### config.mk
export PLATFORM = sky130hd
export DESIGN_NAME = rstgen_top
export DESIGN_NICKNAME = d
export VERILOG_FILES = /design/src/rtl/rstgen_pkg.sv /design/src/rtl/rstgen_sync.sv /design/src/rtl/rstgen_bod_filt.sv /design/src/rtl/rstgen_seq.sv /design/src/rtl/rstgen_status.sv /design/src/rtl/rstgen_top.sv
export SDC_FILE = /design/constraint.sdc
export NUM_CORES = 1
export LEC_CHECK = 0
export ABC_CLOCK_PERIOD_IN_PS = 2400
export BUFFER_PORTS_ARGS = -buffer_cell sky130_fd_sc_hd__buf_2
export CAP_MARGIN = 20
export CELL_PAD_IN_SITES_DETAIL_PLACEMENT = 0
export CELL_PAD_IN_SITES_GLOBAL_PLACEMENT = 1
export CORE_MARGIN = 4
export CORE_UTILIZATION = 44
export DETAILED_ROUTE_END_ITERATION = 8
export PLACE_DENSITY = 0.9
export SETUP_SLACK_MARGIN = 0.1
export SLEW_MARGIN = 20
export SYNTH_ARGS = -nofsm -noshare
export SYNTH_HDL_FRONTEND = slang
export SYNTH_HIERARCHICAL = 1
export SYNTH_SLANG_ARGS = --single-unit
### constraint.sdc
create_clock -name clk_ref_i -period 2.4 [get_ports clk_ref_i]
set_input_delay 0.24 -clock clk_ref_i [delete_from_list [all_inputs] [get_ports clk_ref_i]]
set_output_delay 0.24 -clock clk_ref_i [all_outputs]
set_load 0.02 [all_outputs]
### src/rtl/rstgen_pkg.sv
`timescale 1ns/1ps
package rstgen_pkg;

   typedef enum logic [1:0] {
      SEQ_PWRT  = 2'd0,
      SEQ_OST   = 2'd1,
      SEQ_BROWN = 2'd2,
      SEQ_RUN   = 2'd3
   } seq_state_e;

   typedef enum logic [1:0] {
      OSC_EXT = 2'd0,
      OSC_INT = 2'd1,
      OSC_XLP = 2'd2,
      OSC_XHS = 2'd3
   } osc_mode_e;

   // crystal modes need a start-up count, clock input and internal RC do not
   function automatic logic osc_needs_ost(input logic [1:0] mode);
      return (mode == OSC_XLP) || (mode == OSC_XHS);
   endfunction

   localparam int FLAG_BOD = 0;
   localparam int FLAG_POR = 1;

endpackage

### src/rtl/rstgen_sync.sv
`timescale 1ns/1ps
module rstgen_sync #(
   parameter int STAGES = 2
) (
   input  logic clk,
   input  logic arst,
   input  logic d,
   output logic q
);
   logic [STAGES-1:0] chain;

   generate
      if (STAGES < 2) begin : g_bad_stages
         $error("rstgen_sync: STAGES must be at least 2");
      end
   endgenerate

   always_ff @(posedge clk or posedge arst) begin
      if (arst) chain <= '0;
      else      chain <= {chain[STAGES-2:0], d};
   end

   assign q = chain[STAGES-1];
endmodule

### src/rtl/rstgen_bod_filt.sv
`timescale 1ns/1ps
module rstgen_bod_filt #(
   parameter int FILT_CYC = 16
) (
   input  logic clk,
   input  logic arst,
   input  logic en,
   input  logic low,
   output logic trip
);
   localparam int            CW       = $clog2(FILT_CYC + 1);
   localparam logic [CW-1:0] FILT_LIM = CW'(FILT_CYC);

   logic [CW-1:0] run_cnt;

   always_ff @(posedge clk or posedge arst) begin
      if (arst) begin
         run_cnt <= '0;
         trip    <= 1'b0;
      end else if (!en || !low) begin
         run_cnt <= '0;
         trip    <= 1'b0;
      end else begin
         trip <= (run_cnt == FILT_LIM);
         if (run_cnt != FILT_LIM) run_cnt <= run_cnt + 1'b1;
      end
   end
endmodule

### src/rtl/rstgen_seq.sv
`timescale 1ns/1ps
module rstgen_seq
   import rstgen_pkg::*;
#(
   parameter int PWRT_CYC = 72000,
   parameter int OST_CYC  = 1024
) (
   input  logic       clk,
   input  logic       arst,
   input  logic       trip,
   input  logic       pwrt_n,
   input  logic [1:0] osc_mode,
   input  logic       osc_tick,
   output logic       busy
);
   localparam int            CMAX      = (PWRT_CYC > OST_CYC) ? PWRT_CYC : OST_CYC;
   localparam int            CW        = $clog2(CMAX + 1);
   localparam logic [CW-1:0] PWRT_LAST = CW'(PWRT_CYC - 1);
   localparam logic [CW-1:0] OST_LAST  = CW'(OST_CYC - 1);

   seq_state_e    state;
   logic [CW-1:0] cnt;
   logic          por_path;

   always_ff @(posedge clk or posedge arst) begin
      if (arst) begin
         state    <= SEQ_PWRT;
         cnt      <= '0;
         por_path <= 1'b1;
      end else if (trip) begin
         state    <= SEQ_BROWN;
         cnt      <= '0;
         por_path <= 1'b0;
      end else begin
         unique case (state)
            SEQ_PWRT: begin
               if (pwrt_n || cnt == PWRT_LAST) begin
                  cnt   <= '0;
                  state <= (por_path && osc_needs_ost(osc_mode)) ? SEQ_OST : SEQ_RUN;
               end else begin
                  cnt <= cnt + 1'b1;
               end
            end
            SEQ_OST: begin
               if (osc_tick) begin
                  if (cnt == OST_LAST) begin
                     cnt   <= '0;
                     state <= SEQ_RUN;
                  end else begin
                     cnt <= cnt + 1'b1;
                  end
               end
            end
            SEQ_BROWN: begin
               cnt   <= '0;
               state <= pwrt_n ? SEQ_RUN : SEQ_PWRT;
            end
            default: begin
               state <= SEQ_RUN;
            end
         endcase
      end
   end

   assign busy = (state != SEQ_RUN);
endmodule

### src/rtl/rstgen_status.sv
`timescale 1ns/1ps
module rstgen_status
   import rstgen_pkg::*;
#(
   parameter int REG_W = 8
) (
   input  logic             clk,
   input  logic             arst,
   input  logic             trip,
   input  logic             wr,
   input  logic [REG_W-1:0] wdata,
   output logic [REG_W-1:0] rdata
);
   logic flag_por;
   logic flag_bod;

   always_ff @(posedge clk or posedge arst) begin
      if (arst) begin
         flag_por <= 1'b0;
         flag_bod <= 1'b0;
      end else begin
         if (wr) flag_por <= wdata[FLAG_POR];
         if (trip)    flag_bod <= 1'b0;
         else if (wr) flag_bod <= wdata[FLAG_BOD];
      end
   end

   assign rdata[FLAG_BOD] = flag_bod;
   assign rdata[FLAG_POR] = flag_por;

   generate
      if (REG_W > 2) begin : g_upper
         logic unused_wdata_hi;
         assign unused_wdata_hi   = ^wdata[REG_W-1:2];
         assign rdata[REG_W-1:2] = '0;
      end
   endgenerate
endmodule

### src/rtl/rstgen_top.sv
`timescale 1ns/1ps
module rstgen_top #(
   parameter int FILT_CYC    = 16,
   parameter int PWRT_CYC    = 72000,
   parameter int OST_CYC     = 1024,
   parameter int SYNC_STAGES = 2,
   parameter int REG_W       = 8
) (
   input  logic             clk_ref_i,
   input  logic             por_i,
   input  logic             bod_low_i,
   input  logic             ext_rst_n_i,
   input  logic             cfg_bod_en_i,
   input  logic             cfg_pwrt_n_i,
   input  logic [1:0]       cfg_osc_mode_i,
   input  logic             osc_tick_i,
   input  logic             sw_wr_i,
   input  logic [REG_W-1:0] sw_wdata_i,
   output logic [REG_W-1:0] sw_rdata_o,
   output logic             rst_int_o
);
   generate
      if (FILT_CYC < 1) begin : g_bad_filt
         $error("rstgen_top: FILT_CYC must be at least 1");
      end
      if (PWRT_CYC < 1) begin : g_bad_pwrt
         $error("rstgen_top: PWRT_CYC must be at least 1");
      end
      if (OST_CYC < 1) begin : g_bad_ost
         $error("rstgen_top: OST_CYC must be at least 1");
      end
      if (REG_W < 2) begin : g_bad_regw
         $error("rstgen_top: REG_W must hold both flags");
      end
   endgenerate

   logic w_pin_ok;
   logic w_bod_trip;
   logic w_seq_busy;

   rstgen_sync #(.STAGES(SYNC_STAGES)) u_pin_sync (
      .clk  (clk_ref_i),
      .arst (por_i),
      .d    (ext_rst_n_i),
      .q    (w_pin_ok)
   );

   rstgen_bod_filt #(.FILT_CYC(FILT_CYC)) u_bod_filt (
      .clk  (clk_ref_i),
      .arst (por_i),
      .en   (cfg_bod_en_i),
      .low  (bod_low_i),
      .trip (w_bod_trip)
   );

   rstgen_seq #(.PWRT_CYC(PWRT_CYC), .OST_CYC(OST_CYC)) u_seq (
      .clk      (clk_ref_i),
      .arst     (por_i),
      .trip     (w_bod_trip),
      .pwrt_n   (cfg_pwrt_n_i),
      .osc_mode (cfg_osc_mode_i),
      .osc_tick (osc_tick_i),
      .busy     (w_seq_busy)
   );

   rstgen_status #(.REG_W(REG_W)) u_status (
      .clk   (clk_ref_i),
      .arst  (por_i),
      .trip  (w_bod_trip),
      .wr    (sw_wr_i),
      .wdata (sw_wdata_i),
      .rdata (sw_rdata_o)
   );

   assign rst_int_o = !w_pin_ok || w_seq_busy || w_bod_trip;
endmodule

; Word level (Yosys, flattened, before mapping)
; Cells that the tools add are included.
[op_classes]
addsub = 2
n_eq_ne = 12
muxes = 17
reduce_logical = 15
[ops]
columns = cell, n
row1 = two-way mux 17 bit, 4
row2 = one-hot mux 17 bit (3 select lines), 1
row3 = adder 17 x 1 -> 17 bit (second input constant), 1
row4 = equality test 17 x 10 -> 1 bit (second input constant), 1
row5 = equality test 17 bit (second input constant), 1
row6 = two-way mux 2 bit, 6
row7 = two-way mux 5 bit, 2
row8 = equality test 2 bit (second input constant), 3
row9 = != test 3 x 2 -> 1 bit (second input constant), 2
row10 = one-hot mux 2 bit (3 select lines), 1
row11 = adder 5 x 1 -> 5 bit (second input constant), 1
row12 = equality test 5 bit (second input constant), 1
row13 = logical OR 1 bit, 5
row14 = != test 5 bit (second input constant), 1
row15 = nonzero test 2 bit, 2
row16 = nonzero test 4 bit, 1
row17 = zero test 1 bit, 3
row18 = two-way mux 1 bit, 3
row19 = != test 3 bit (second input constant), 1
row20 = AND reduction 3 bit, 1
row21 = equality test 2 x 1 -> 1 bit (second input constant), 1
row22 = zero test 2 bit, 1
row23 = != test 2 bit (second input constant), 1
row24 = AND reduction 2 bit, 1
row25 = logical AND 1 bit, 1
[word_totals]
ff_bits = 30
in_bits = 18
out_inout_bits = 9
elab_cells = 54

; Longest topological paths before layout
; Gate-level depths: netlist (run 1).
[logic_depth]
ltp_word = 7
mapped_depth = 8
mapped_depth_nobuf = 7

; Hierarchy
; The synthesis (run 1) kept the hierarchy.
[by_module_without_submodules]
columns = mod, n_inst, cells_per_inst, area_each_um2, seq_area_each_um2
row1 = rstgen_seq, 1, 153, 1402.6, 501.7
row2 = rstgen_bod_filt, 1, 32, 342.8, 150.1
row3 = rstgen_status, 1, 15, 146.4, 50.0
row4 = rstgen_sync, 1, 3, 53.8, 50.0
row5 = rstgen_top, 1, 1, 8.8, 0.0

; Worst setup path before layout (run 1)
; No wires, ideal clock.
[synth_timing]
path_kind = reg2reg
start = register u_seq.state[1]
end = register u_seq.cnt[14]
setup_time_ps = 140
t_arrival_ps = 1687
required_time_ps = 2260
path_slack_ps = 573
path_stages_with_launch = 9
path_buffers = 1
synth_period_minus_slack_ps = 1827
cell_sequence = dfrtp_1 > inv_1 > ha_1 > nor2b_1 > o21ba_2 > buf_2 > nor4_2 > xnor2_1 > a21oi_1
[synth_via]
elab_chain_len = 3
word_cells_on_any_way = 8
cone_classes = 3 x eq/ne / 2 x mux / 3 x reduce/logical
[synth_lines]
columns = element, line
row1 = from (decl), rstgen_seq.sv:21  ; seq_state_e state;
row2 = from (signal assigned), rstgen_seq.sv:39  ; state <= (por_path && osc_needs_ost(osc_mode)) ? SEQ_OST : SEQ_RUN;
row3 = from (signal assigned), rstgen_seq.sv:56  ; state <= pwrt_n ? SEQ_RUN : SEQ_PWRT;
row4 = equality test 2 bit (tied with other cells), rstgen_seq.sv:35  ; unique case (state)
row5 = one-hot mux 17 bit (3 select lines) (tied with other cells), rstgen_seq.sv:35
row6 = two-way mux 17 bit or AND reduction 2 bit (tied branches), -
row7 = to (signal assigned), rstgen_seq.sv:41  ; cnt <= cnt + 1'b1;
row8 = to (signal assigned), rstgen_seq.sv:50  ; cnt <= cnt + 1'b1;
row9 = to (decl), rstgen_seq.sv:22  ; logic [CW-1:0] cnt;
; Parallel ways exist; a longest one is shown, timed or not.
; A chain may end at the register's enable or synchronous reset.

; Worst setup path in the final report (run 1)
[layout_timing]
start = register u_seq.state[0]
end = register u_seq.cnt[9]
; Same word-level chain as after synthesis.

==> reports/metrics.csv, run 1 <==
metric,value,unit
status,completed,
synth_top_area_share,37.1,%
yosys.area.top_type,dfrtp_1,
dr_total_vias,1503,
antenna_left,0,
fp-row-count,23,
finalNetCount,245,
finalHoldViolCount,0,
post-route-period-util,88.5,%
die_h,74.6,um
multi_input_area,1080,um^2
die_w,74.6,um
grt_max_degree,21,
fin_util,52.1,%
startpoint_type,flip-flop,
cts_root_buf,clkbuf_8,
path_class,reg -> reg,
worst_ep_arrival_time,2.30,ns
min_path_type,in -> reg,
maxCapViolations,0,
synth.area.top_cells,"dfrtp_1 (37%), nand2_1 (5.0%), ha_1 (4.5%), nand3_1 (3.8%), mux2i_1 (3.1%)",
fin_crit,2.12,ns
antenna_found_initial,0,
dpl_cell_area,2040,um^2
hpwlAfterDp,2740,um
power_density,541,nW/um^2
h-tree-depth,2,
ir_drop,266,uV
drive_above_1_share,20.8,%
area_growth,10.4,%
port_buffers,13,
syn_avg_cell_area,9.58,um^2
wl,3700,um
drt-pass1-iter-count,4,
pin_count,27,
place_inst,262,
yosysWarningCount,6,
synthCells,204,
cts.path.max_buffers,2,
seq_area,752,um^2
worstMarginPinSlew,0.810,ns
crit_chain,"inv_1, ha_1, or3_1, a21oi_2, o21ai_1, o311ai_1",
cts_buffers,5,
grt_setup_unrepaired,no,
die-area,5570,um^2
routed_via_density,5.55,
drv_slew,0,
ys_seq_area_share,38.5,%
gp_congestion,0.776,
p_leak,0.959,nW
fin_skew,0.00511,ns
fmax,471,MHz
final_common_cell,dfrtp_1,
grt_pass1_vias,1426,
cts_sinks,30,
final_cell_mix,"dfrtp_1 (29), nand2_1 (26), nand3_1 (15)",
ys.flop_type,dfrtp_1,
start_util,47.2,%
synth_edf_count,0,
critPathRequiredTime,2.58,ns
postLayoutCellArea,2160,um^2
grt_pass1_wl,6680,um
tns,0,ns
clkLatencyLatePin,0.28,ns
drc_errors,0,
crit_path_end_kind,flip-flop,
track_usage,15.6,%
cpMaxStageDelayCell,a21oi_2,
ys_types,52,
syn_area,1950,um^2
drt_iter0_markers,105,
max_slew_margin,46.0,%
setup_viol,0,
cts_tree,yes,
synthArstFlopShare,100,%
wl_per_cell,13.6,um
synth-seq-cells,30,
antennaDiodeCount,0,
core,4140,um^2
post_cts_resized,0,
globalRoute.totalOverflow,0,
critPathMaxFanout,10,
power,1.17,mW
path_clk_slew,0.06,ns
fillers,391,
cp_slowest_stage_delay,0.40,ns
final_cell_count_no_fill,271,
==> area by class of cell <==
| class | count | area share, % |
|---|---|---|
| Sequential cell | 30 | 34.8 |
| Timing Repair Buffer | 19 | 5.22 |
| Multi-Input combinational cell | 153 | 50.0 |
| Tap cell | 50 | 2.90 |
| Clock buffer | 8 | 5.10 |
| Inverter | 11 | 1.91 |
==> what timing repair did <==
action	4_1_cts	5_1_grt
hold buffers	1	0
hold endpoints to repair	10	0
setup buffers	0	0
==> routing by layer <==
layer,vias to the layer above,routed length (um),global-route usage [%]
li1,748,-,-
met4,0,61,6.52
met5,-,0,0
met2,18,1730,23.5
met3,7,116,3.20
met1,730,1790,21.9
==> worst paths after layout <==
| path | from | endpoint | slack, ns | cells past startpoint |
|---|---|---|---|---|
| max | u_seq/state[0] | u_seq/cnt[9] | 0.28 | 6 |
| min | ext_rst_n_i | u_pin_sync/chain[0] | 0.07 | 1 |
| max reg2reg | u_seq/state[0] | u_seq/cnt[9] | 0.28 | 6 |
| min reg2reg | u_pin_sync/chain[0] | u_pin_sync/chain[1] | 0.35 | 0 |
| max in group asynchronous | por_i | u_seq/state[0] | 1.19 | 3 |
| min in group asynchronous | por_i | u_pin_sync/chain[1] | 0.40 | 3 |
==> through the flow <==
step | hold slack [ns] | worst slack [ns]
after floorplan | -0.0188 | 0.573
after global placement | 0.123 | 0.320
after detailed placement | 0.123 | 0.294
after CTS | 0.0656 | 0.279
after global routing | 0.0589 | 0.160
final | 0.0742 | 0.275
==> worst max-delay path, delay by kind of cell, from the launching register on <==
family | cells | cell delay, ns
AOI/OAI and AO/OA | 3 | 0.91
adders and majority gates | 1 | 0.31
buffers and inverters | 1 | 0.10
DFF | 1 | 0.38
and+or+nand+nor | 1 | 0.33
==> power by group <==
group	switching [mW]	internal (mW)	leakage [nW]
clock	0.184	0.289	0.0575
combinational	0.0722	0.0543	0.559
sequential	0.0363	0.531	0.342
==> synth_stat cells (2+ instances only) <==
library cell and n:
dfrtp_1 29, nand2_1 26, nand3_1 15, inv_1 11
nor3_1 9, buf_4 8, ha_1 7, a21oi_1 6
mux2i_1 6, nor2_1 6, nor2b_1 6, o22ai_1 6
xnor2_1 6, o211ai_1 5, nand3b_1 4, a21oi_2 3
and2_1 3, buf_2 3, nor4_2 3, o21ai_1 3
and3_1 2, clkbuf_2 2, nand4_1 2, nor3b_1 2
nor4_4 2, o21ai_0 2, o21bai_1 2
==> state kept, by name (all words and copies together) (netlist names) <==
name,flops
u_pin_sync/chain,2
u_seq/cnt,17
u_bod_filt/run_cnt,5
u_status/flag_bod,1
u_status/flag_por,1
u_seq/por_path,1
u_seq/state,2
u_bod_filt/trip,1
==> cell families after synthesis <==
kind of cell    count (synthesis)  synth area share [%]
simple gates                   92                  30.4
compound gates                 35                  12.7
flops                          30                  38.5
buf+inv                        26                  7.23
fa+ha+maj                       7                  4.48
mux                             7                  3.84
xor+xnor                        6                  2.69
other cells                     1                 0.192
(Power assumes the default switching activity.)
==> inputs of run 2 (changes only) <==
--- a/config.mk
+++ b/config.mk
@@ -5,17 +5,18 @@
 export SDC_FILE = /design/constraint.sdc
 export NUM_CORES = 1
 export LEC_CHECK = 0
+export ABC_AREA = 1
 export ABC_CLOCK_PERIOD_IN_PS = 2400
 export BUFFER_PORTS_ARGS = -buffer_cell sky130_fd_sc_hd__buf_2
 export CAP_MARGIN = 20
 export CELL_PAD_IN_SITES_DETAIL_PLACEMENT = 0
 export CELL_PAD_IN_SITES_GLOBAL_PLACEMENT = 1
 export CORE_MARGIN = 4
-export CORE_UTILIZATION = 44
+export CORE_UTILIZATION = 42
 export DETAILED_ROUTE_END_ITERATION = 8
-export PLACE_DENSITY = 0.9
+export PLACE_DENSITY = 0.91
+export RECOVER_POWER = 50
 export SETUP_SLACK_MARGIN = 0.1
-export SLEW_MARGIN = 20
 export SYNTH_ARGS = -nofsm -noshare
 export SYNTH_HDL_FRONTEND = slang
 export SYNTH_HIERARCHICAL = 1
==> run 2 against run 1 <==
  * Critical path depth is 4 higher
  * Non-clock buffer count is 5 lower
  * Routed wire length grew 8.0%
  * Via count is 13% higher
  * Die area is 8.8% higher
  * Critical path type unchanged
  * Critical endpoint is now u_seq/cnt[15]
==> reports/metrics.csv, run 2 <==
metric,value,unit
fp-row-count,25,
grt_pass1_vias,1687,
critPathRequiredTime,2.60,ns
hpwlAfterDp,2980,um
die_h,77.9,um
synth_top_area_share,35.4,%
ir_drop,354,uV
area_growth,8.61,%
multi_input_area,1050,um^2
worstMarginPinSlew,0.818,ns
final_common_cell,nand2_1,
track_usage,14.4,%
cts.path.max_buffers,2,
p_leak,1.06,nW
antennaDiodeCount,0,
startpoint_type,flip-flop,
place_inst,350,
setup_viol,0,
synth.area.top_cells,"dfrtp_1 (35%), nand2_1 (11%), inv_1 (7.5%), nand3_1 (6.6%), nor2_1 (5.3%)",
worst_ep_arrival_time,2.14,ns
fin_skew,0.0108,ns
antenna_found_initial,0,
r2r-start,u_seq/state[1],
cts_sinks,30,
startpoint,u_seq/state[1],
cts_setup_buffers,0,
antenna_left,0,
dr_total_vias,1696,
core,4720,um^2
fmax,515,MHz
wl,4000,um
maxCapViolations,0,
wl_per_cell,11.1,um
ys_types,30,
power,1.70,mW
syn_avg_cell_area,7.43,um^2
gp_congestion,0.823,
synth-seq-cells,30,
status,completed,
min_path_type,in -> reg,
drc_errors,0,
max_slew_margin,45.4,%
h-tree-depth,2,
drive_above_1_share,18.2,%
regMostFlops,u_seq/cnt,
grt_setup_unrepaired,no,
syn_area,2050,um^2
seq_area,752,um^2
fillers,467,
path_class,reg -> reg,
fin_crit,1.94,ns
yosys.area.top_type,dfrtp_1,
synth_most_common_cell,nand2_1,
power_density,762,nW/um^2
port_buffers,13,
cts_tree,yes,
ys_seq_area_share,36.7,%
path_clk_slew,0.07,ns
finalNetCount,316,
finalHoldViolCount,0,
ys.flop_type,dfrtp_1,
critPathMaxFanout,23,
synth_commonest_cells,"nand2_1 (61), inv_1 (41), dfrtp_1 (29), nor2_1 (29), nand3_1 (27)",
synth_edf_count,0,
post-route-period-util,80.9,%
grt_pass1_wl,7130,um
reg_top3,"u_seq/cnt x17, u_bod_filt/run_cnt x5",
crit_path_end_kind,flip-flop,
worstHoldStart,ext_rst_n_i,
drt_iter0_markers,96,
drt-pass1-iter-count,4,
cts_buffers,5,
final_cell_mix,"nand2_1 (62), inv_1 (41), nor2_1 (29), dfrtp_1 (29), nand3_1 (27)",
clkLatencyLatePin,0.28,ns
globalRoute.totalOverflow,0,
grt_max_degree,24,
final_cell_count_no_fill,359,
routed_via_density,4.72,
start_util,43.4,%
synthArstFlopShare,100,%
pin_count,27,
synthCells,276,
yosysWarningCount,6,
drv_slew,0,
die_w,77.9,um
largest_register_ffs,17,
cts_root_buf,clkbuf_8,
post_cts_resized,0,
tns,0,ns
die-area,6060,um^2
run 2: metal layers:
| layer | share of wire [%] | vias to the layer above | track usage [%] |
|---|---|---|---|
| met2 | 48 | 31 | 26.4 |
| met3 | 3.9 | 5 | 3.13 |
| li1 | - | 884 | - |
| met4 | 0.95 | 0 | 3.20 |
| met5 | 0 | - | 0 |
| met1 | 47 | 776 | 17.1 |
run 2: cell type report:
cell class / count / area share (%)
clock buffers: 6 / 3.71
clock inverters: 2 / 0.562
flip-flops and latches: 30 / 33.8
multi-input cells: 195 / 47.3
repair buffers: 14 / 3.20
inverters: 45 / 7.70
well taps: 67 / 3.77
run 2: what timing repair did:
item	4_1_cts	5_1_grt
endpoints found under the hold margin	10	0
hold buffers	1	0
endpoints found under the setup margin	0	0
run 2: through the flow:
| step | hold WS [ns] | worst slack (ns) | instance area (um^2) | util, % |
|---|---|---|---|---|
| 6_report | 0.0728 | 0.459 | 2230 | 47.1 |
| 5_1_grt | 0.0602 | 0.272 | 2230 | 47.1 |
| 4_1_cts | 0.0658 | 0.474 | 2230 | 47.3 |
| 3_5_place_dp | 0.129 | 0.513 | 2130 | 45.0 |
| 3_3_place_gp | 0.122 | 0.548 | 2130 | 45.0 |
| 2_1_floorplan | -0.0188 | 0.855 | 2070 | - |
run 2: final timing paths:
| kind | end | depth (start not counted) | slack, ns |
|---|---|---|---|
| max | u_seq/cnt[15] | 10 | 0.46 |
| min | u_pin_sync/chain[0] | 1 | 0.07 |
| max reg2reg | u_seq/cnt[15] | 10 | 0.46 |
| min reg2reg | u_pin_sync/chain[1] | 0 | 0.37 |
| max in group asynchronous | u_seq/cnt[15] | 3 | 1.15 |
| min in group asynchronous | u_status/flag_por | 3 | 0.41 |
run 2: report_power, final:
group	switching, mW	total (mW)	internal [mW]
sequential	0.0619	0.621	0.559
clock	0.196	0.426	0.230
combinational	0.460	0.650	0.190
run 2: kinds of logic (layout without fill, tap and decap cells):
logic type,after synthesis,in the layout,share of synthesized area (%)
adders and majority gates,7,7,4.27
and+or+nand+nor,147,147,33.9
buffers and inverters,56,67,12.8
other,1,6,0.183
xor gates and xnor gates,6,6,2.56
DFF,30,30,36.7
AOI/OAI and AO/OA,29,29,9.58
run 2: worst max-delay path: stages, from the launching register on:
cell,delay (ns)
dfrtp_1,0.42
inv_1,0.09
ha_1,0.30
inv_2,0.07
nand4_2,0.11
nand2_4,0.11
inv_4,0.26
nand3_1,0.15
nor2_1,0.11
o21ai_0,0.11
a21oi_2,0.12
==> inputs of run 3 (changes only) <==
--- a/config.mk
+++ b/config.mk
@@ -5,16 +5,16 @@
 export SDC_FILE = /design/constraint.sdc
 export NUM_CORES = 1
 export LEC_CHECK = 0
-export ABC_AREA = 1
-export ABC_CLOCK_PERIOD_IN_PS = 2400
+export ABC_AREA = 0
+export ABC_CLOCK_PERIOD_IN_PS = 2000
 export BUFFER_PORTS_ARGS = -buffer_cell sky130_fd_sc_hd__buf_2
 export CAP_MARGIN = 20
 export CELL_PAD_IN_SITES_DETAIL_PLACEMENT = 0
 export CELL_PAD_IN_SITES_GLOBAL_PLACEMENT = 1
 export CORE_MARGIN = 4
-export CORE_UTILIZATION = 42
+export CORE_UTILIZATION = 44
 export DETAILED_ROUTE_END_ITERATION = 8
-export PLACE_DENSITY = 0.91
+export PLACE_DENSITY = 0.9
 export RECOVER_POWER = 50
 export SETUP_SLACK_MARGIN = 0.1
 export SYNTH_ARGS = -nofsm -noshare
==> constraint.sdc (replaced) <==
create_clock -name clk_ref_i -period 2 [get_ports clk_ref_i]
set_input_delay 0.2 -clock clk_ref_i [delete_from_list [all_inputs] [get_ports clk_ref_i]]
set_output_delay 0.2 -clock clk_ref_i [all_outputs]
set_load 0.02 [all_outputs]
==> run 3 against run 2 <==
  * Sequential cell count is the same
  * Combinational power shrank 70%
  * Via count shrank 9.9%
  * Non-clock buffer count grew 17
  * Clock-buffer cell count shrank 1
  * Worst setup slack lost 0.30 ns
  * Critical path type unchanged
  * Critical endpoint is now u_seq/cnt[14]
==> reports/metrics.csv, run 3 (same netlist as run 1, synthesis figures left out) <==
metric,value,unit
worstHoldStart,ext_rst_n_i,
die_h,74.6,um
antennaDiodeCount,0,
path_class,reg -> reg,
worst-r2r-cell-count,8,
seq_area,754,um^2
place_inst,270,
regMostFlops,u_seq/cnt,
core,4140,um^2
ir_drop,308,uV
drv_slew,0,
track_usage,15.7,%
area_growth,20.2,%
p_int,1.09,mW
clkPwrFrac,41.1,%
multi_input_area,1170,um^2
wl_per_cell,14.4,um
h-tree-depth,2,
tns,0,ns
max_slew_margin,47.1,%
drt_iter0_markers,128,
dpl_cell_area,2110,um^2
post-route-period-util,91.9,%
p_leak,1.04,nW
grt_max_degree,23,
gp_congestion,0.838,
timing.hold.ws,0.0169,ns
startpoint_type,flip-flop,
hpwlAfterDp,2790,um
critPathMaxFanout,22,
r2r-start,u_seq/state[0],
whs_path_depth,1,
power_density,625,nW/um^2
r2r-end,u_seq/cnt[14],
ff2ff_setup_slack,0.16,ns
cts_sinks,30,
cts_buffers,5,
min_path_type,in -> reg,
cpMaxStageDelayCell,dfrtp_1,
maxCapViolations,0,
worstMarginPinSlew,0.783,ns
die_w,74.6,um
cts_root_buf,clkbuf_8,
wl,4070,um
p_sw_share,25.9,%
fp-row-count,23,
die-area,5570,um^2
finalNetCount,257,
fillers,363,
antenna_found_initial,0,
dr_total_vias,1528,
cp_slowest_stage_delay,0.44,ns
switching_power,380,uW
setup_viol,0,
pin_count,27,
finalHoldViolCount,0,
worst_ep_arrival_time,2.00,ns
cp_num_buf_inv,2,
fin_crit,1.84,ns
antenna_left,0,
cts.path.max_buffers,2,
grt_setup_unrepaired,yes,
start_util,47.2,%
clkLatencyLatePin,0.29,ns
p_comb_share,13.3,%
globalRoute.totalOverflow,0,
hold_path_end,u_pin_sync/chain[0],
drt-pass1-iter-count,4,
critPathRequiredTime,2.17,ns
grt_pass1_wl,6640,um
cts_tree,yes,
drc_errors,0,
port_buffers,13,
final_cell_count_no_fill,283,
grt_pass1_vias,1370,
postLayoutCellArea,2350,um^2
path_clk_slew,0.07,ns
critPathTopFamily,flip-flops,
crit_path_end_kind,flip-flop,
largest_register_ffs,17,
fmax,544,MHz
seq_power_share,45.6,%
drive_above_1_share,27.5,%
final_common_cell,dfrtp_1,
fin_skew,0.00779,ns
status,completed,
routed_via_density,5.40,
reg_top3,"u_seq/cnt x17, u_bod_filt/run_cnt x5",
final_cell_mix,"dfrtp_1 (27), nand2_1 (26), nand3_1 (15)",
crit_chain,"inv_2, ha_2, nor3_1, o21ba_2, buf_12, nor4_4, xnor2_1, a21oi_2",
[run 3: cell count changes in the layout (fill, tap and decap cells not counted), moves of 7 or more]
cell,change
buf_4,+13
inv_1,-31
nand2_2,-7
nor2_1,-23
a21oi_2,-8
nand3_1,-12
nand2_1,-36
nor3_1,+7
[run 3: how the worst max path moves through the flow]
stage,start,end,slack (ns),cells after the start
finish,u_seq/state[0],u_seq/cnt[14],0.16,8
global route,u_seq/state[0],u_seq/cnt[7],0.07,7
CTS,u_seq/cnt[1],u_seq/cnt[14],0.07,6
detailed placement,u_seq/state[0],u_seq/cnt[7],0.07,7
global placement,u_seq/state[0],u_seq/cnt[9],0.09,6
floorplan,u_seq/state[1],u_seq/cnt[14],0.17,8
[run 3: area by class of cell]
cell class                 instances  area share, %
sequential                        30           32.1
tap                               50           2.66
clock buffer                       5           2.93
clock inverter                     3           1.70
inverter                          11           1.76
multi-input combinational        153           49.7
timing repair buffer              31           9.16
[run 3: timing repair]
| item | in CTS | in global routing |
|---|---|---|
| hold buffers | 1 | 0 |
| gates resized for setup | 2 | 19 |
| endpoints found under the hold margin | 10 | 0 |
| pin swaps | 0 | 7 |
| endpoints found under the setup margin | 8 | 17 |
| buffers inserted | 0 | 4 |
[run 3: per-stage QoR]
| stage | power, mW | util, % | setup WS, ns |
|---|---|---|---|
| global placement | 0.860 | 50.9 | 0.0936 |
| detailed placement | 0.864 | 50.9 | 0.0719 |
| floorplan | 0.814 | - | 0.173 |
| finish | 1.47 | 56.7 | 0.163 |
| global route | 1.54 | 56.7 | 0.0747 |
| CTS | 1.48 | 54.2 | 0.0720 |
[run 3: power groups by stage]
stage	Clock [mW]	Sequential (mW)	Combinational, mW
2_1_floorplan	0	0.682	0.133
3_3_place_gp	0	0.678	0.181
3_5_place_dp	0	0.680	0.184
4_1_cts	0.617	0.670	0.191
5_1_grt	0.646	0.673	0.218
6_report	0.603	0.670	0.195
[run 3: metal layers]
metal	track usage, %	vias to the layer above	wire length [um]	part of all wire (%)
met5	0	-	0	0
met4	5.34	0	53	1.3
met3	4.41	6	155	3.8
met2	22.3	22	1890	46
met1	22.9	730	1970	48
li1	-	770	-	-
